`config.mk`:
```
export PLATFORM = sky130hd
export DESIGN_NAME = serial_mp_xcvr
export DESIGN_NICKNAME = d
export VERILOG_FILES = /design/src/rtl/smx_pkg.sv /design/src/rtl/smx_sync.sv /design/src/rtl/smx_tx.sv /design/src/rtl/smx_rx.sv /design/src/rtl/smx_rx_buf.sv /design/src/rtl/serial_mp_xcvr.sv
export SDC_FILE = /design/constraint.sdc
export NUM_CORES = 1
export LEC_CHECK = 0
export BUFFER_PORTS_ARGS = -buffer_cell sky130_fd_sc_hd__buf_4
export CAP_MARGIN = 20
export CELL_PAD_IN_SITES_DETAIL_PLACEMENT = 2
export CELL_PAD_IN_SITES_GLOBAL_PLACEMENT = 2
export CORE_MARGIN = 2
export CORE_UTILIZATION = 39
export DETAILED_ROUTE_END_ITERATION = 10
export HOLD_SLACK_MARGIN = 0.06
export PLACE_DENSITY_LB_ADDON = 0.1
export SYNTH_ARGS = -nofsm -noshare
export SYNTH_HDL_FRONTEND = slang
export SYNTH_SLANG_ARGS = --single-unit
```
`constraint.sdc`:
```
create_clock -name clk -period 5.7 [get_ports clk]
set_input_delay 0.285 -clock clk [delete_from_list [all_inputs] [get_ports clk]]
set_output_delay 0.285 -clock clk [all_outputs]
set_load 0.005 [all_outputs]
```
`src/rtl/smx_pkg.sv`:
```
package smx_pkg;
  localparam int MAX_BITS = 9;
  localparam int FRAME_W  = MAX_BITS + 4;

  localparam logic [1:0] PAR_EVEN = 2'b10;
  localparam logic [1:0] PAR_ODD  = 2'b11;

  function automatic logic [3:0] data_len(input logic [2:0] code);
    return (code > 3'd4) ? 4'd9 : ({1'b0, code} + 4'd5);
  endfunction

  function automatic logic par_bit(input logic [MAX_BITS-1:0] d,
                                   input logic [3:0] n,
                                   input logic odd);
    logic p;
    p = odd;
    for (int i = 0; i < MAX_BITS; i++)
      if (i < int'(n)) p = p ^ d[i];
    return p;
  endfunction
endpackage

```
`src/rtl/smx_sync.sv`:
```
module smx_sync #(
  parameter int STAGES = 2
) (
  input  logic clk,
  input  logic rst,
  input  logic d,
  output logic q
);
  logic [STAGES-1:0] sh;

  always_ff @(posedge clk) begin
    if (rst) sh <= '1;
    else     sh <= {sh[STAGES-2:0], d};
  end

  assign q = sh[STAGES-1];
endmodule

```
`src/rtl/smx_tx.sv`:
```
module smx_tx
  import smx_pkg::*;
#(
  parameter int OSR = 16
) (
  input  logic                clk,
  input  logic                rst,
  input  logic                tick,
  input  logic [2:0]          cfg_len,
  input  logic [1:0]          cfg_par,
  input  logic                cfg_two_stop,
  input  logic                wr,
  input  logic [MAX_BITS-1:0] wdata,
  input  logic                txc_clr,
  output logic                txd,
  output logic                dre,
  output logic                txc,
  output logic                busy
);
  localparam int CW = $clog2(OSR);
  localparam int NW = $clog2(FRAME_W + 1);

  logic [MAX_BITS-1:0] hold;
  logic                hold_full;
  logic [FRAME_W-1:0]  sr;
  logic [NW-1:0]       remain;
  logic [CW-1:0]       cnt;
  logic                busy_q, txd_q, txc_q;

  logic [3:0]          n;
  logic                par_en;
  logic [FRAME_W-1:0]  frame;
  logic [NW-1:0]       total;
  logic                bit_end, frame_end, load;

  always_comb begin
    n      = data_len(cfg_len);
    par_en = cfg_par[1];
    frame  = '1;
    frame[0] = 1'b0;
    for (int i = 0; i < MAX_BITS; i++)
      if (i < int'(n)) frame[i+1] = hold[i];
    if (par_en) frame[int'(n)+1] = par_bit(hold, n, cfg_par[0]);
    total = NW'(1 + int'(n) + (par_en ? 1 : 0) + (cfg_two_stop ? 2 : 1));
  end

  assign bit_end   = busy_q && tick && (cnt == CW'(OSR-1));
  assign frame_end = bit_end && (remain == '0);
  assign load      = hold_full && (!busy_q || frame_end);

  always_ff @(posedge clk) begin
    if (rst) begin
      hold      <= '0;
      hold_full <= 1'b0;
      sr        <= '1;
      remain    <= '0;
      cnt       <= '0;
      busy_q    <= 1'b0;
      txd_q     <= 1'b1;
      txc_q     <= 1'b0;
    end else begin
      if (load)
        hold_full <= 1'b0;
      else if (wr && !hold_full) begin
        hold      <= wdata;
        hold_full <= 1'b1;
      end

      if (load) begin
        sr     <= frame >> 1;
        remain <= total - NW'(1);
        cnt    <= '0;
        busy_q <= 1'b1;
        txd_q  <= 1'b0;
      end else if (busy_q && tick) begin
        if (cnt == CW'(OSR-1)) begin
          cnt <= '0;
          if (remain == '0) begin
            busy_q <= 1'b0;
            txd_q  <= 1'b1;
          end else begin
            txd_q  <= sr[0];
            sr     <= sr >> 1;
            remain <= remain - NW'(1);
          end
        end else begin
          cnt <= cnt + CW'(1);
        end
      end

      if (frame_end && !hold_full) txc_q <= 1'b1;
      else if (txc_clr)            txc_q <= 1'b0;
    end
  end

  assign txd  = txd_q;
  assign dre  = !hold_full;
  assign txc  = txc_q;
  assign busy = busy_q;
endmodule

```
`src/rtl/smx_rx.sv`:
```
module smx_rx
  import smx_pkg::*;
#(
  parameter int OSR = 16
) (
  input  logic                clk,
  input  logic                rst,
  input  logic                tick,
  input  logic                rxd_s,
  input  logic [2:0]          cfg_len,
  input  logic [1:0]          cfg_par,
  input  logic                cfg_mp_en,
  output logic                push,
  output logic [MAX_BITS-1:0] pdata,
  output logic                pferr,
  output logic                pperr
);
  localparam int CW  = $clog2(OSR);
  localparam int MID = OSR / 2;

  typedef enum logic [2:0] {S_IDLE, S_START, S_DATA, S_PAR, S_STOP} rx_st_e;

  rx_st_e              st;
  logic [CW-1:0]       cnt;
  logic                s_a, s_b, par_rx;
  logic [3:0]          idx;
  logic [MAX_BITS-1:0] word;

  logic [3:0] n;
  logic       maj, at_mid, at_end, last_data;

  always_comb begin
    n         = data_len(cfg_len);
    maj       = (s_a & s_b) | (s_a & rxd_s) | (s_b & rxd_s);
    at_mid    = tick && (cnt == CW'(MID+1));
    at_end    = tick && (cnt == CW'(OSR-1));
    last_data = (idx == n - 4'd1);
  end

  always_ff @(posedge clk) begin
    if (rst) begin
      st     <= S_IDLE;
      cnt    <= '0;
      s_a    <= 1'b1;
      s_b    <= 1'b1;
      par_rx <= 1'b0;
      idx    <= '0;
      word   <= '0;
      push   <= 1'b0;
      pdata  <= '0;
      pferr  <= 1'b0;
      pperr  <= 1'b0;
    end else begin
      push <= 1'b0;
      if (st == S_IDLE) begin
        if (tick && !rxd_s) begin
          st   <= S_START;
          cnt  <= '0;
          idx  <= '0;
          word <= '0;
        end
      end else if (tick) begin
        cnt <= (cnt == CW'(OSR-1)) ? '0 : cnt + CW'(1);
        if (cnt == CW'(MID-1)) s_a <= rxd_s;
        if (cnt == CW'(MID))   s_b <= rxd_s;

        if (at_mid) begin
          case (st)
            S_START: if (maj) st <= S_IDLE;
            S_DATA:  word[idx] <= maj;
            S_PAR:   par_rx <= maj;
            S_STOP: begin
              push  <= !(cfg_mp_en && !word[n - 4'd1]);
              pdata <= word;
              pferr <= !maj;
              pperr <= cfg_par[1] && (par_rx != par_bit(word, n, cfg_par[0]));
              st    <= S_IDLE;
            end
            default: ;
          endcase
        end

        if (at_end) begin
          case (st)
            S_START: st <= S_DATA;
            S_DATA: begin
              if (last_data) st <= cfg_par[1] ? S_PAR : S_STOP;
              else           idx <= idx + 4'd1;
            end
            S_PAR:   st <= S_STOP;
            default: ;
          endcase
        end
      end
    end
  end
endmodule

```
`src/rtl/smx_rx_buf.sv`:
```
module smx_rx_buf #(
  parameter int DW = 9
) (
  input  logic          clk,
  input  logic          rst,
  input  logic          push,
  input  logic [DW-1:0] pdata,
  input  logic          pferr,
  input  logic          pperr,
  input  logic          rd,
  output logic [DW-1:0] data,
  output logic          ferr,
  output logic          perr,
  output logic          ovr,
  output logic          valid
);
  always_ff @(posedge clk) begin
    if (rst) begin
      data  <= '0;
      ferr  <= 1'b0;
      perr  <= 1'b0;
      ovr   <= 1'b0;
      valid <= 1'b0;
    end else if (push && (!valid || rd)) begin
      data  <= pdata;
      ferr  <= pferr;
      perr  <= pperr;
      ovr   <= 1'b0;
      valid <= 1'b1;
    end else if (push) begin
      ovr <= 1'b1;
    end else if (rd && valid) begin
      valid <= 1'b0;
      ferr  <= 1'b0;
      perr  <= 1'b0;
      ovr   <= 1'b0;
    end
  end
endmodule

```
`src/rtl/serial_mp_xcvr.sv`:
```
module serial_mp_xcvr
  import smx_pkg::*;
#(
  parameter int OSR         = 16,
  parameter int SYNC_STAGES = 2
) (
  input  logic                clk,
  input  logic                rst,
  input  logic                baud_tick,
  input  logic [2:0]          cfg_len,
  input  logic [1:0]          cfg_par,
  input  logic                cfg_two_stop,
  input  logic                cfg_mp_en,
  input  logic                tx_wr,
  input  logic [MAX_BITS-1:0] tx_wdata,
  output logic                irq_dre,
  output logic                irq_txc,
  input  logic                txc_clear,
  output logic                txd,
  input  logic                rxd,
  input  logic                rd_strobe,
  output logic [MAX_BITS-1:0] rx_data,
  output logic                rx_ferr,
  output logic                rx_perr,
  output logic                rx_ovr,
  output logic                irq_rxc
);
  logic                tx_busy;
  logic                rxd_s;
  logic                rx_push, rx_pferr, rx_pperr;
  logic [MAX_BITS-1:0] rx_pdata;

  smx_tx #(.OSR(OSR)) u_tx (
    .clk(clk), .rst(rst), .tick(baud_tick),
    .cfg_len(cfg_len), .cfg_par(cfg_par), .cfg_two_stop(cfg_two_stop),
    .wr(tx_wr), .wdata(tx_wdata), .txc_clr(txc_clear),
    .txd(txd), .dre(irq_dre), .txc(irq_txc), .busy(tx_busy)
  );

  smx_sync #(.STAGES(SYNC_STAGES)) u_sync (
    .clk(clk), .rst(rst), .d(rxd), .q(rxd_s)
  );

  smx_rx #(.OSR(OSR)) u_rx (
    .clk(clk), .rst(rst), .tick(baud_tick), .rxd_s(rxd_s),
    .cfg_len(cfg_len), .cfg_par(cfg_par), .cfg_mp_en(cfg_mp_en),
    .push(rx_push), .pdata(rx_pdata), .pferr(rx_pferr), .pperr(rx_pperr)
  );

  smx_rx_buf #(.DW(MAX_BITS)) u_buf (
    .clk(clk), .rst(rst), .push(rx_push), .pdata(rx_pdata),
    .pferr(rx_pferr), .pperr(rx_pperr), .rd(rd_strobe),
    .data(rx_data), .ferr(rx_ferr), .perr(rx_perr), .ovr(rx_ovr),
    .valid(irq_rxc)
  );
endmodule

```
# After elaboration in Yosys (flattened, before gate mapping)
# Cells that the tools add are included.
[classes]
n_addsub = 10
n_lt_le_gt_ge = 15
eq_ne = 15
n_mux = 142
bitwise = 28
n_reduce_logical = 51
[ops]
columns = ["cell", "n"]
rows = [
  ["$mux 1", 101],
  ["$mux 13", 5],
  ["$mux 4", 15],
  ["$mux 9", 5],
  ["$mux 3", 8],
  ["$reduce_bool 2->1", 10],
  ["$xor 1x1->1", 18],
  ["$eq 4x4->1 const B", 4],
  ["$lt 3x4->1 const A", 4],
  ["$logic_and 1x1->1", 15],
  ["$bwmux 13", 1],
  ["$add 4x1->4 const B", 3],
  ["$reduce_and 3->1", 4],
  ["$reduce_and 4->1", 3],
  ["$sub 4x1->4 const B", 3],
  ["$lt 4x5->1 const B", 2],
  ["$bwmux 9", 1],
  ["$pmux 3 s3", 1],
  ["$add 4x4->4", 2],
  ["$demux 1 s4", 2],
  ["$lt 1x4->1 const A", 2],
  ["$lt 2x4->1 const A", 2],
  ["$reduce_and 2->1", 4],
  ["$logic_not 1->1", 7],
  ["other kinds (27)", 39],
]
[word_totals]
register_bits = 84
input_bits = 23
out_inout_bits = 16

# Depth between registers and ports, before layout
[depth]
ltp_word = 67
mapped_depth = 16
mapped_depth_nobuf = 14

# Hierarchy
# From an unflattened synthesis, not the netlist that was laid out.
[hier_totals]
cells_unflattened = 632
hier_area_um2 = 5281.3
[modules_own_cells]
columns = ["module", "n_inst", "cells_per_inst", "area_per_inst_um2", "seq_area_each_um2"]
rows = [
  ["smx_tx", 1, 302, 2373.5, 680.7],
  ["smx_rx", 1, 271, 2283.4, 700.7],
  ["smx_rx_buf", 1, 55, 571.8, 260.2],
  ["smx_sync", 1, 4, 52.6, 40.0],
]

# Worst setup path after synthesis
# Ideal clock, no wire load.
[synth_path]
path_kind = "in2reg"
start = "input port cfg_len[1]"
end = "register u_tx.sr[4]"
setup_ns = 0.060
t_arrival_ns = 3.019
t_required_ns = 5.640
setup_slack_ns = 2.621
path_stages = 16
cell_sequence = "buf_4 inv_1 ha_1 nand2b_1 nand2_1 inv_1 ha_1 buf_2 nor2_1 o31ai_2 xor2_1 xnor2_1 xnor3_1 buf_6 a311o_1 nand2_1"
[synth_between]
elab_chain_len = 32
word_cells_on_any_way = 48
cone_classes = "add/sub: 2; order compare: 12; mux: 25; bitwise: 8; reduce/logical: 1"
[synth_rtl]
columns = ["item", "line", "rtl"]
rows = [
  ["start, declared", "serial_mp_xcvr.sv:10", "input logic [2:0] cfg_len,"],
  ["$add 3x3->4 or $gt 3x3->1 (tied branches)", "smx_pkg.sv:9", "return (code > 3'd4) ? 4'd9 : ({1'b0, code} + 4'd5);"],
  ["$mux 4 *", "smx_pkg.sv:9", ""],
  ["$lt 1x4->1", "smx_pkg.sv:18", "if (i < int'(n)) p = p ^ d[i];"],
  ["$mux 1", "smx_pkg.sv:18", ""],
  ["$mux 1", "smx_tx.sv:43", "if (par_en) frame[int'(n)+1] = par_bit(hold, n, cfg_par[0]);"],
  ["$xor 1x1->1", "smx_pkg.sv:18", ""],
  ["$mux 1", "smx_pkg.sv:18", ""],
  ["$mux 1", "smx_tx.sv:43", ""],
  ["(+16 left out)", "n/a", ""],
  ["$mux 1", "smx_pkg.sv:18", ""],
  ["$mux 1", "smx_tx.sv:43", ""],
  ["$xor 1x1->1", "smx_pkg.sv:18", ""],
  ["$mux 1", "smx_pkg.sv:18", ""],
  ["$mux 1", "smx_tx.sv:43", ""],
  ["$bwmux 13", "smx_tx.sv:43", ""],
  ["$mux 13 *", "smx_tx.sv:43", ""],
  ["$mux 13 *", "smx_tx.sv:69", "if (load) begin"],
  ["end signal, assigned", "smx_tx.sv:70", "sr <= frame >> 1;"],
  ["end signal, assigned", "smx_tx.sv:83", "sr <= sr >> 1;"],
  ["end, declared", "smx_tx.sv:25", "logic [FRAME_W-1:0] sr;"],
]
# Every way passes the cells marked *; elsewhere a longest branch is shown, timed or not. The select of a mux whose other input is x is not followed.
# A chain may end at the register's enable or synchronous reset.

# Final worst setup path
[layout_path]
start = "input port cfg_len[0]"
end = "register u_tx.sr[7]"
# Same word-level chain as after synthesis.

==> impl_metrics.ini <==
[yosys]
async_reset_ff_share_pct = 0
synth_cells = 590
synth_edf_count = 0
synthTopCellsByCount = dfxtp_1, nand2_1, a21oi_1, nor2_1, inv_1
synth_area_sq_um = 4841
synth_cell_type_count = 66
synth_nets = 641
synth_top_cell_area_share_pct = 34.74
synth.most_common_cell = dfxtp_1
ys_top_cells_by_area = dfxtp_1, ha_1, a21oi_1, nand2_1, nor2_1
ys_warn_count = 0
synth.largest_area_cell = dfxtp_1
ys_seq_area_share_pct = 34.74
ys_ff_latch = 84
synth_flop_cell = dfxtp_1
avgSynthCellArea_sq_um = 8.205

[clock_network]
cts_root_buf = clkbuf_16
cts_tree = built
clk_pin_slew_ns = 0.08
clock-sinks = 84
clk_latency_ns = 0.37
cts.repair.resized = 0
cts_hold_buf = 0
h-tree-depth = 3
clockBufferDepth = 2
cts_buffers = 9
post_cts_buffers = 0

[timing]
clock.fmax_mhz = 285.2
worstMarginPinSlew_ns = 0.9244
min_period_over_period_pct = 61.52
rsz0062_at_grt = no
setup_viol_count_final = 0
hold_viol_final = 0
slew_violations = 0
worst_slack_ns = 2.194
tns_ns = 0
clock-skew-final_ns = 0.01268
relSlewSlack_pct = 37.50
min_period_ns = 3.506

[drt]
drc = 0
detailroute.via_count = 4512
drt-total-wl_um = 15880
avgRoutedWirePerCell_um = 20.33
detail_route.iter0.violations = 208
ant_nets = 0
firstDrtPassIters = 4
viasPerCell = 5.777

[floorplanning]
fp.dieArea_sq_um = 13320
io_pins = 39
rows = 40
die_y_um = 115.4
fp.coreArea_sq_um = 12060
start_util_pct = 40.13
die_w_um = 115.4

[finish]
fin_cells = 781
syn_to_final_growth_pct = 13.36
drive_gt1_share_pct = 12.07
final_nets = 659
fin_util_pct = 45.50
diodes = 0
stdcell_area_sq_um = 5488

[critical_path]
required_ns = 5.94
endpoint = u_tx.sr[7]
setup.worst_path.end_class = flip-flop
worstRegToRegCells = 7
startpoint_type = primary input
slowest_stage = xnor3_1
reg2reg_slack_ns = 3.17
critPathKind = in2reg
r2r_end = u_rx.pperr
worst-path-stages = 14
critPathBufInv = 3
startpoint = cfg_len[0]
slowest_delay_ns = 0.56
crit_fanout = 12
arrival_ns = 3.74
crit_chain = buf_4 -> inv_1 -> ha_1 -> nand2b_1 -> nand2_1 -> inv_1 -> ha_1 -> nor2_1 -> o31ai_2 -> xor2_1 -> xnor2_1 -> xnor3_1 -> nor3_1 -> or3_1
cp_top_family = simple AND/OR/NAND/NOR gates
r2r-start = u_rx.cnt[0]

[flow_run]
maxCapViolations = 0

[grt]
grt_pass1_wl_um = 26010
grt_overflow = 0
grt_pass1_vias = 4889
grt_max_degree = 81
track_usage_pct = 25.06
grt_antenna_before_repair = 0

[pwr]
p_leak_uw = 0.002189
p_per_area_nw_per_um2 = 271.7
ir_drop_uv = 113.3

[status]
run_status = finished, final reports clean

[place]
pre_cts_ws_ns = 1.963
port_buffers = 38
placed_area_sq_um = 5197
dp_hpwl_um = 11160
dp.cells = 765
finalWeightedCongestion = 0.8626

[min_path]
min_path_type = in2reg
final cells by class:
| class | instances | area, sq um |
|---|---|---|
| Multi-Input combinational cell | 441 | 2885 |
| Clock inverter | 7 | 65.06 |
| Fill cell | 1374 | 6574 |
| Tap cell | 168 | 210.2 |
| Inverter | 32 | 120.1 |
| Sequential cell | 84 | 1682 |
| Timing Repair Buffer | 40 | 300.3 |
| Clock buffer | 9 | 225.2 |
logic make-up (layout without fill, tap and decap cells):
kind of cell / after synthesis / count (layout) / synth area share [%]
AOI/OAI and AO/OA: 172 / 172 / 23.65
xor gates and xnor gates: 18 / 18 / 3.825
adders and majority gates: 28 / 28 / 7.392
buffers and inverters: 65 / 88 / 5.660
DFF: 84 / 84 / 34.74
muxes: 18 / 18 / 4.316
and+or+nand+nor: 205 / 205 / 20.42
routing by layer:
| layer | GRT usage (%) | vias to the layer above | part of all wire, % |
|---|---|---|---|
| li1 | - | 2146 | - |
| met1 | 30.85 | 2286 | 44 |
| met2 | 43.78 | 50 | 51 |
| met3 | 3.452 | 30 | 2.0 |
| met4 | 10.76 | 0 | 2.8 |
| met5 | 0 | - | 0 |
power breakdown:
part           switching (uW)  internal, uW  leakage, uW  total, uW
clock network             288           308     0.000141        596
logic                     159           101      0.00136        260
registers                23.5           612     0.000683        635
cells in the final DEF, fill, tap and decap left out, drive strengths merged, types with 4 or more instances in the layout:
master   n
a211oi   7
a21boi   5
a21o     7
a21oi   63
a221oi  14
a311o    8
a31oi    4
a32oi    5
and2     5
and3    10
buf     40
clkbuf   9
dfxtp   84
ha      27
inv     38
mux2i   13
nand2   71
nand2b   9
nand3   20
nand4    6
nor2    47
nor3    13
o211ai   4
o21ai   29
o22ai    5
o31ai    4
xnor2   12
xor2     4
sequential cells by signal (all words and copies together), names as in the netlist, 2 cells and up:
signal       flops
u_tx.hold        9
u_tx.sr         13
u_buf.data       9
u_rx.cnt         4
u_rx.word        9
u_rx.pdata       9
u_tx.cnt         4
u_sync.sh        2
u_tx.remain      4
u_rx.st          3
u_rx.idx         4
per-stage QoR:
step / power, uW / hold slack, ns
2_1_floorplan: 832.9 / 0.3872
3_3_place_gp: 890.0 / 0.3931
3_5_place_dp: 907.0 / 0.4345
4_1_cts: 1506 / 0.09966
5_1_grt: 1558 / 0.1132
6_report: 1491 / 0.09899
how the worst min path moves through the flow:
stage	cells past startpoint	to	slack, ns	from
after CTS	2	u_buf.ovr	0.1	rd_strobe
final	2	u_buf.ovr	0.1	rd_strobe
after global placement	1	u_sync.sh[1]	0.39	u_sync.sh[0]
after global routing	2	u_buf.ovr	0.11	rd_strobe
after detailed placement	1	u_sync.sh[1]	0.43	u_sync.sh[0]
after floorplan	1	u_buf.ovr	0.39	rd_strobe
Power figures use the tool's default switching activity.
